File: src/rtl/fc_pkg.sv
package fc_pkg;
  typedef enum logic [1:0] {
    ST_ACTIVE  = 2'b00,
    ST_PASSIVE = 2'b01,
    ST_BUSOFF  = 2'b10
  } errState_e;

  typedef struct packed {
    logic clearAll;
    logic recAddSmall;
    logic recAddLarge;
    logic recReload;
    logic recSub;
    logic tecAdd;
    logic tecSub;
    logic diagWrite;
  } fcStrobe_t;
endpackage

File: src/rtl/fc_ctrl.sv
module fc_ctrl
  import fc_pkg::*;
#(
  parameter int REC_W         = 8,
  parameter int TEC_W         = 9,
  parameter int RELOAD_ABOVE  = 128,
  parameter int PASSIVE_ABOVE = 127,
  parameter int BUSOFF_ABOVE  = 255
) (
  input  logic             rxErr,
  input  logic             rxErrSevere,
  input  logic             rxOk,
  input  logic             txErr,
  input  logic             txOk,
  input  logic             recoverReq,
  input  logic             diagWe,
  input  logic [REC_W-1:0] recVal,
  input  logic [TEC_W-1:0] tecVal,
  output fcStrobe_t        stb,
  output errState_e        errState
);
  localparam logic [REC_W-1:0] RecReloadThr  = REC_W'(RELOAD_ABOVE);
  localparam logic [REC_W-1:0] RecPassiveThr = REC_W'(PASSIVE_ABOVE);
  localparam logic [TEC_W-1:0] TecPassiveThr = TEC_W'(PASSIVE_ABOVE);
  localparam logic [TEC_W-1:0] TecBusOffThr  = TEC_W'(BUSOFF_ABOVE);

  logic busOff;
  logic passive;
  logic live;

  assign busOff  = tecVal > TecBusOffThr;
  assign passive = (tecVal > TecPassiveThr) || (recVal > RecPassiveThr);
  assign live    = !recoverReq && !busOff;

  always_comb begin
    if (busOff)       errState = ST_BUSOFF;
    else if (passive) errState = ST_PASSIVE;
    else              errState = ST_ACTIVE;
  end

  always_comb begin
    stb             = '0;
    stb.clearAll    = recoverReq;
    stb.diagWrite   = diagWe;
    stb.recAddLarge = live && rxErr && rxErrSevere;
    stb.recAddSmall = live && rxErr && !rxErrSevere;
    stb.recReload   = live && !rxErr && rxOk && (recVal > RecReloadThr);
    stb.recSub      = live && !rxErr && rxOk && (recVal <= RecReloadThr) && (recVal != '0);
    stb.tecAdd      = live && txErr;
    stb.tecSub      = live && !txErr && txOk && (tecVal != '0);
  end
endmodule

File: src/rtl/fc_datapath.sv
module fc_datapath
  import fc_pkg::*;
#(
  parameter int REC_W      = 8,
  parameter int TEC_W      = 9,
  parameter int REC_RELOAD = 120,
  parameter int REC_SMALL  = 1,
  parameter int REC_LARGE  = 8,
  parameter int TEC_STEP   = 8
) (
  input  logic             clk,
  input  logic             rstN,
  input  fcStrobe_t        stb,
  input  logic [1:0]       diagWrData,
  output logic [REC_W-1:0] recVal,
  output logic [TEC_W-1:0] tecVal,
  output logic             silm,
  output logic             lbkm
);
  localparam logic [REC_W:0]   RecMaxWide = {1'b0, {REC_W{1'b1}}};
  localparam logic [TEC_W:0]   TecMaxWide = {1'b0, {TEC_W{1'b1}}};
  localparam logic [REC_W:0]   RecSmallW  = (REC_W+1)'(REC_SMALL);
  localparam logic [REC_W:0]   RecLargeW  = (REC_W+1)'(REC_LARGE);
  localparam logic [TEC_W:0]   TecStepW   = (TEC_W+1)'(TEC_STEP);
  localparam logic [REC_W-1:0] RecReload  = REC_W'(REC_RELOAD);

  logic [REC_W:0]   recSum;
  logic [TEC_W:0]   tecSum;
  logic [REC_W-1:0] recNext;
  logic [TEC_W-1:0] tecNext;

  assign recSum = {1'b0, recVal} + (stb.recAddLarge ? RecLargeW : RecSmallW);
  assign tecSum = {1'b0, tecVal} + TecStepW;

  always_comb begin
    recNext = recVal;
    if (stb.clearAll)
      recNext = '0;
    else if (stb.recAddLarge || stb.recAddSmall)
      recNext = (recSum > RecMaxWide) ? {REC_W{1'b1}} : recSum[REC_W-1:0];
    else if (stb.recReload)
      recNext = RecReload;
    else if (stb.recSub)
      recNext = recVal - 1'b1;
  end

  always_comb begin
    tecNext = tecVal;
    if (stb.clearAll)
      tecNext = '0;
    else if (stb.tecAdd)
      tecNext = (tecSum > TecMaxWide) ? {TEC_W{1'b1}} : tecSum[TEC_W-1:0];
    else if (stb.tecSub)
      tecNext = tecVal - 1'b1;
  end

  always_ff @(posedge clk) begin
    if (!rstN) begin
      recVal <= '0;
      tecVal <= '0;
      silm   <= 1'b0;
      lbkm   <= 1'b0;
    end else begin
      recVal <= recNext;
      tecVal <= tecNext;
      if (stb.diagWrite) begin
        silm <= diagWrData[1];
        lbkm <= diagWrData[0];
      end
    end
  end
endmodule

File: src/rtl/can_fault_conf.sv
module can_fault_conf
  import fc_pkg::*;
#(
  parameter int REC_W = 8,
  parameter int TEC_W = 9
) (
  input  logic             clk,
  input  logic             rstN,
  input  logic             rxErr,
  input  logic             rxErrSevere,
  input  logic             rxOk,
  input  logic             txErr,
  input  logic             txOk,
  input  logic             recoverReq,
  input  logic             diagWe,
  input  logic [1:0]       diagWrData,
  input  logic             rxPin,
  input  logic             samplePt,
  output logic [7:0]       tecLow,
  output logic [REC_W-1:0] recVal,
  output logic [1:0]       errState,
  output logic [7:0]       diagRd,
  output logic             silentMode,
  output logic             loopbackMode
);
  fcStrobe_t        stb;
  errState_e        stateEnum;
  logic [TEC_W-1:0] tecVal;

  fc_ctrl #(.REC_W(REC_W), .TEC_W(TEC_W)) u_ctrl (
    .rxErr(rxErr), .rxErrSevere(rxErrSevere), .rxOk(rxOk),
    .txErr(txErr), .txOk(txOk), .recoverReq(recoverReq),
    .diagWe(diagWe), .recVal(recVal), .tecVal(tecVal),
    .stb(stb), .errState(stateEnum)
  );

  fc_datapath #(.REC_W(REC_W), .TEC_W(TEC_W)) u_dp (
    .clk(clk), .rstN(rstN), .stb(stb), .diagWrData(diagWrData),
    .recVal(recVal), .tecVal(tecVal), .silm(silentMode), .lbkm(loopbackMode)
  );

  assign tecLow   = tecVal[7:0];
  assign errState = stateEnum;
  assign diagRd   = {4'b0000, rxPin, samplePt, silentMode, loopbackMode};
endmodule

File: config.mk
export PLATFORM = sky130hd
export DESIGN_NAME = can_fault_conf
export DESIGN_NICKNAME = d
export VERILOG_FILES = /design/src/rtl/fc_pkg.sv /design/src/rtl/fc_ctrl.sv /design/src/rtl/fc_datapath.sv /design/src/rtl/can_fault_conf.sv
export SDC_FILE = /design/constraint.sdc
export NUM_CORES = 1
export LEC_CHECK = 0
export CAP_MARGIN = 10
export CORE_MARGIN = 5
export CORE_UTILIZATION = 30
export CTS_CLUSTER_DIAMETER = 30
export CTS_CLUSTER_SIZE = 40
export DETAILED_ROUTE_END_ITERATION = 10
export PLACE_DENSITY_LB_ADDON = 0.1
export SYNTH_ARGS = -nofsm -noshare
export SYNTH_HDL_FRONTEND = slang
export SYNTH_SLANG_ARGS = --single-unit
File: constraint.sdc
create_clock -name clk -period 2.7 [get_ports clk]
set_input_delay 0.675 -clock clk [delete_from_list [all_inputs] [get_ports clk]]
set_output_delay 0.675 -clock clk [all_outputs]
set_load 0.005 [all_outputs]
==> results.yml <==
status:
  status: "complete, no violations"
clock_tree:
  clk_pin_slew_ns: 0.07
  cts_tree: "built"
  cts_buffer_depth: 2
  cts_made_buffers: 3
  htreeDepth: 1
  clock_sinks: 19
  cts_root_buf: "clkbuf_8"
  clkLatencyLatePin_ns: 0.25
worst_setup_path:
  path_max_fanout: 3
  timing.rr.start: "u_dp.tecVal[3]"
  reg2reg_depth: 11
  end_kind: "output port"
  cp.buffers_inverters: 2
  ff2ff_setup_slack_ns: 0.13
  worst-path-stages: 6
  max_stage_delay_ns: 0.50
  arrival_ns: 1.92
  regToRegEndpoint: "u_dp.recVal[6]"
  slowest_stage: "clkdlybuf4s50_1"
  path_cells: "ha_1, and3_2, buf_4, nor3_4, or2_2, clkdlybuf4s50_1"
  required_ns: 2.03
  cp-start-kind: "register"
  crit_family: "buffers and inverters"
  path_class: "register to output port"
synth:
  synth_area_leader_cell: "dfxtp_1"
  synthCells: 214
  synth_area_leaders: "dfxtp_1 22%, ha_1 8.0%, buf_4 7.0%"
  synth.ff_latch_count: 19
  syn-mean-instance-area_um2: 8.05
  synth_seq_area_share_pct: 22.1
  async_reset_ff_share_pct: 0
  yosysMostFrequentCell: "dfxtp_1"
  syn_area_mm2: 0.00172
  synth_enable_flop_cells: 0
  yosysWarnings: 0
  synth_commonest_cells: "19 x dfxtp_1, 16 x buf_4, 14 x inv_1, 14 x nand3_1"
  yosys.cell_types.count: 61
  synth_top_area_share_pct: 22.1
  synth_flop_cell: "dfxtp_1"
grt:
  grt_overflow: 0
  grt_usage_pct: 13.5
  grt_max_degree: 13
  grt_pass1_wl_um: 8090
  grt_antenna_before_repair: 0
  first_global_vias: 1589
run:
  maxCapViolCount: 0
finish:
  layout-drive-gt1-share_pct: 21.3
  n_fill_cell: 587
  nNetsFinal: 278
  insertedDiodeCount: 0
  final_cells: 325
  syn_to_final_growth_pct: 30.8
  fin_util_pct: 40.7
drt:
  dr.first_iter.drc_count: 150
  drcViolationCount: 0
  vias_per_cell: 5.23
  vias: 1701
  dr.pass1.iters: 4
  antenna_left: 0
  wl_um: 4910
  wl_per_cell_um: 15.1
sta:
  setup_viol_count_final: 0
  fin_skew_ns: 0.00282
  hold_viol: 0
  fmax_mhz: 385
  setup_tns_ns: 0
  timing.hold.ws_ns: 0.546
  period_needed_ns: 2.60
  fin_crit_sh_pct: 96.2
  worst_slack_ns: 0.104
  slew_viol_final: 0
power_and_ir_drop:
  swShare_pct: 26.6
  p_leak_nw: 0.880
  p_sw_w: 0.000167
  peakVddDrop_mv: 0.223
  p_seq_share_pct: 46.9
  clkPwrFrac_pct: 31.4
  combPwrFrac_pct: 21.7
  internal_power_w: 0.000461
  powerDensity_mw_per_mm2: 279
floorplan:
  io_pins: 41
  die-area_mm2: 0.00735
  die-height_um: 85.8
  initial_utilization_pct: 31.1
  row_count: 27
  dieWidth_um: 85.8
  core_mm2: 0.00554
place:
  place_ws_ns: -0.314
  detailed_place_hpwl_um: 3760
  placedCellCount: 318
  port_buffers: 32
  gp_congestion: 0.860
min_path:
  worstHoldEndpoint: "u_dp.silm"
  hold_path_depth: 2
  worstHoldPathType: "register to register"
  min_from: "u_dp.silm"
## registers in the layout, indices dropped and copies added, names as in the netlist
register and count:
u_dp.recVal 8, u_dp.silm 1, u_dp.lbkm 1, u_dp.tecVal 9
## cells by family (layout without fill, tap and decap cells)
logic type	after synthesis	after routing	share of synthesized area, %
AO/OA/AOI/OAI	59	59	25.4
XOR/XNOR	6	6	3.05
adder cells (fa/ha/maj)	12	12	8.58
buffers and inverters	42	78	13.5
flip-flops	19	19	22.1
multiplexers	4	4	2.40
other	1	4	0.218
AND/OR/NAND/NOR	71	71	24.7
## worst max path at each step
stage,startpoint,end
floorplan,u_dp.tecVal[4],u_dp.recVal[6]
global placement,recoverReq,u_dp.recVal[6]
detailed placement,recoverReq,u_dp.recVal[6]
CTS,u_dp.tecVal[0],errState[1]
global route,u_dp.tecVal[0],errState[1]
finish,u_dp.tecVal[0],errState[1]
## tightest hold or removal path: stages, from the launching register on
cell     delay, ns
dfxtp_1       0.32
mux2i_1       0.13
nor2b_1       0.06
## per-layer routing
metal / global-route usage [%] / wire length (µm) / vias to the layer above
li1: - / - / 850
met1: 20.1 / 2420 / 783
met2: 19.3 / 2050 / 64
met3: 3.36 / 407 / 4
met4: 3.60 / 39 / 0
met5: 0 / 0 / -
## through the flow
step / instance area (µm²) / total power [W]
6_report: 2250 / 0.000628
5_1_grt: 2250 / 0.000665
4_1_cts: 2220 / 0.000640
3_5_place_dp: 2150 / 0.000436
3_3_place_gp: 2150 / 0.000437
2_1_floorplan: 1740 / 0.000384
## what timing repair did
action / 4_1_cts / 5_1_grt
setup endpoints to repair: 4 / 6
hold buffers: 0 / 0
pin swaps: 1 / 3
resized for setup: 5 / 5
buffers inserted: 0 / 3
## power groups by stage
| stage | logic [W] | clock network [W] | registers [W] |
|---|---|---|---|
| finish | 0.000136 | 0.000197 | 0.000295 |
| global route | 0.000149 | 0.000221 | 0.000296 |
| CTS | 0.000136 | 0.000209 | 0.000294 |
| detailed placement | 0.000135 | 0 | 0.000301 |
| global placement | 0.000136 | 0 | 0.000301 |
| floorplan | 0.0000860 | 0 | 0.000298 |
## placed cells by master (no fill, tap or decap), types with 3 or more instances in the layout
cell / Yosys / routed
a22o_1: 4 / 4
nor2b_1: 5 / 5
conb_1: 1 / 4
nand3_1: 14 / 13
o21ai_0: 10 / 8
ha_1: 11 / 10
clkbuf_8: 1 / 3
o211ai_1: 6 / 6
xnor2_1: 5 / 5
buf_4: 16 / 28
clkdlybuf4s50_1: 0 / 30
mux2i_1: 3 / 3
nand4_1: 4 / 4
nand2_1: 6 / 6
o22ai_1: 3 / 3
and3_1: 3 / 3
a31oi_1: 3 / 3
inv_1: 14 / 14
o21ai_1: 1 / 3
a21oi_1: 11 / 11
nor3_1: 6 / 5
or3_1: 3 / 3
nor2_1: 11 / 10
dfxtp_1: 19 / 17
or2_2: 3 / 3
## final cells by class
cell class | count | area [µm²] | share of cell area [%]
sequential | 19 | 383 | 17.0
inverter | 14 | 52.6 | 2.33
clock buffer | 4 | 45.0 | 2.00
tap | 72 | 90.1 | 4.00
multi-input combinational | 156 | 1150 | 51.1
timing repair buffer | 60 | 532 | 23.6
(Power assumes the default switching activity.)
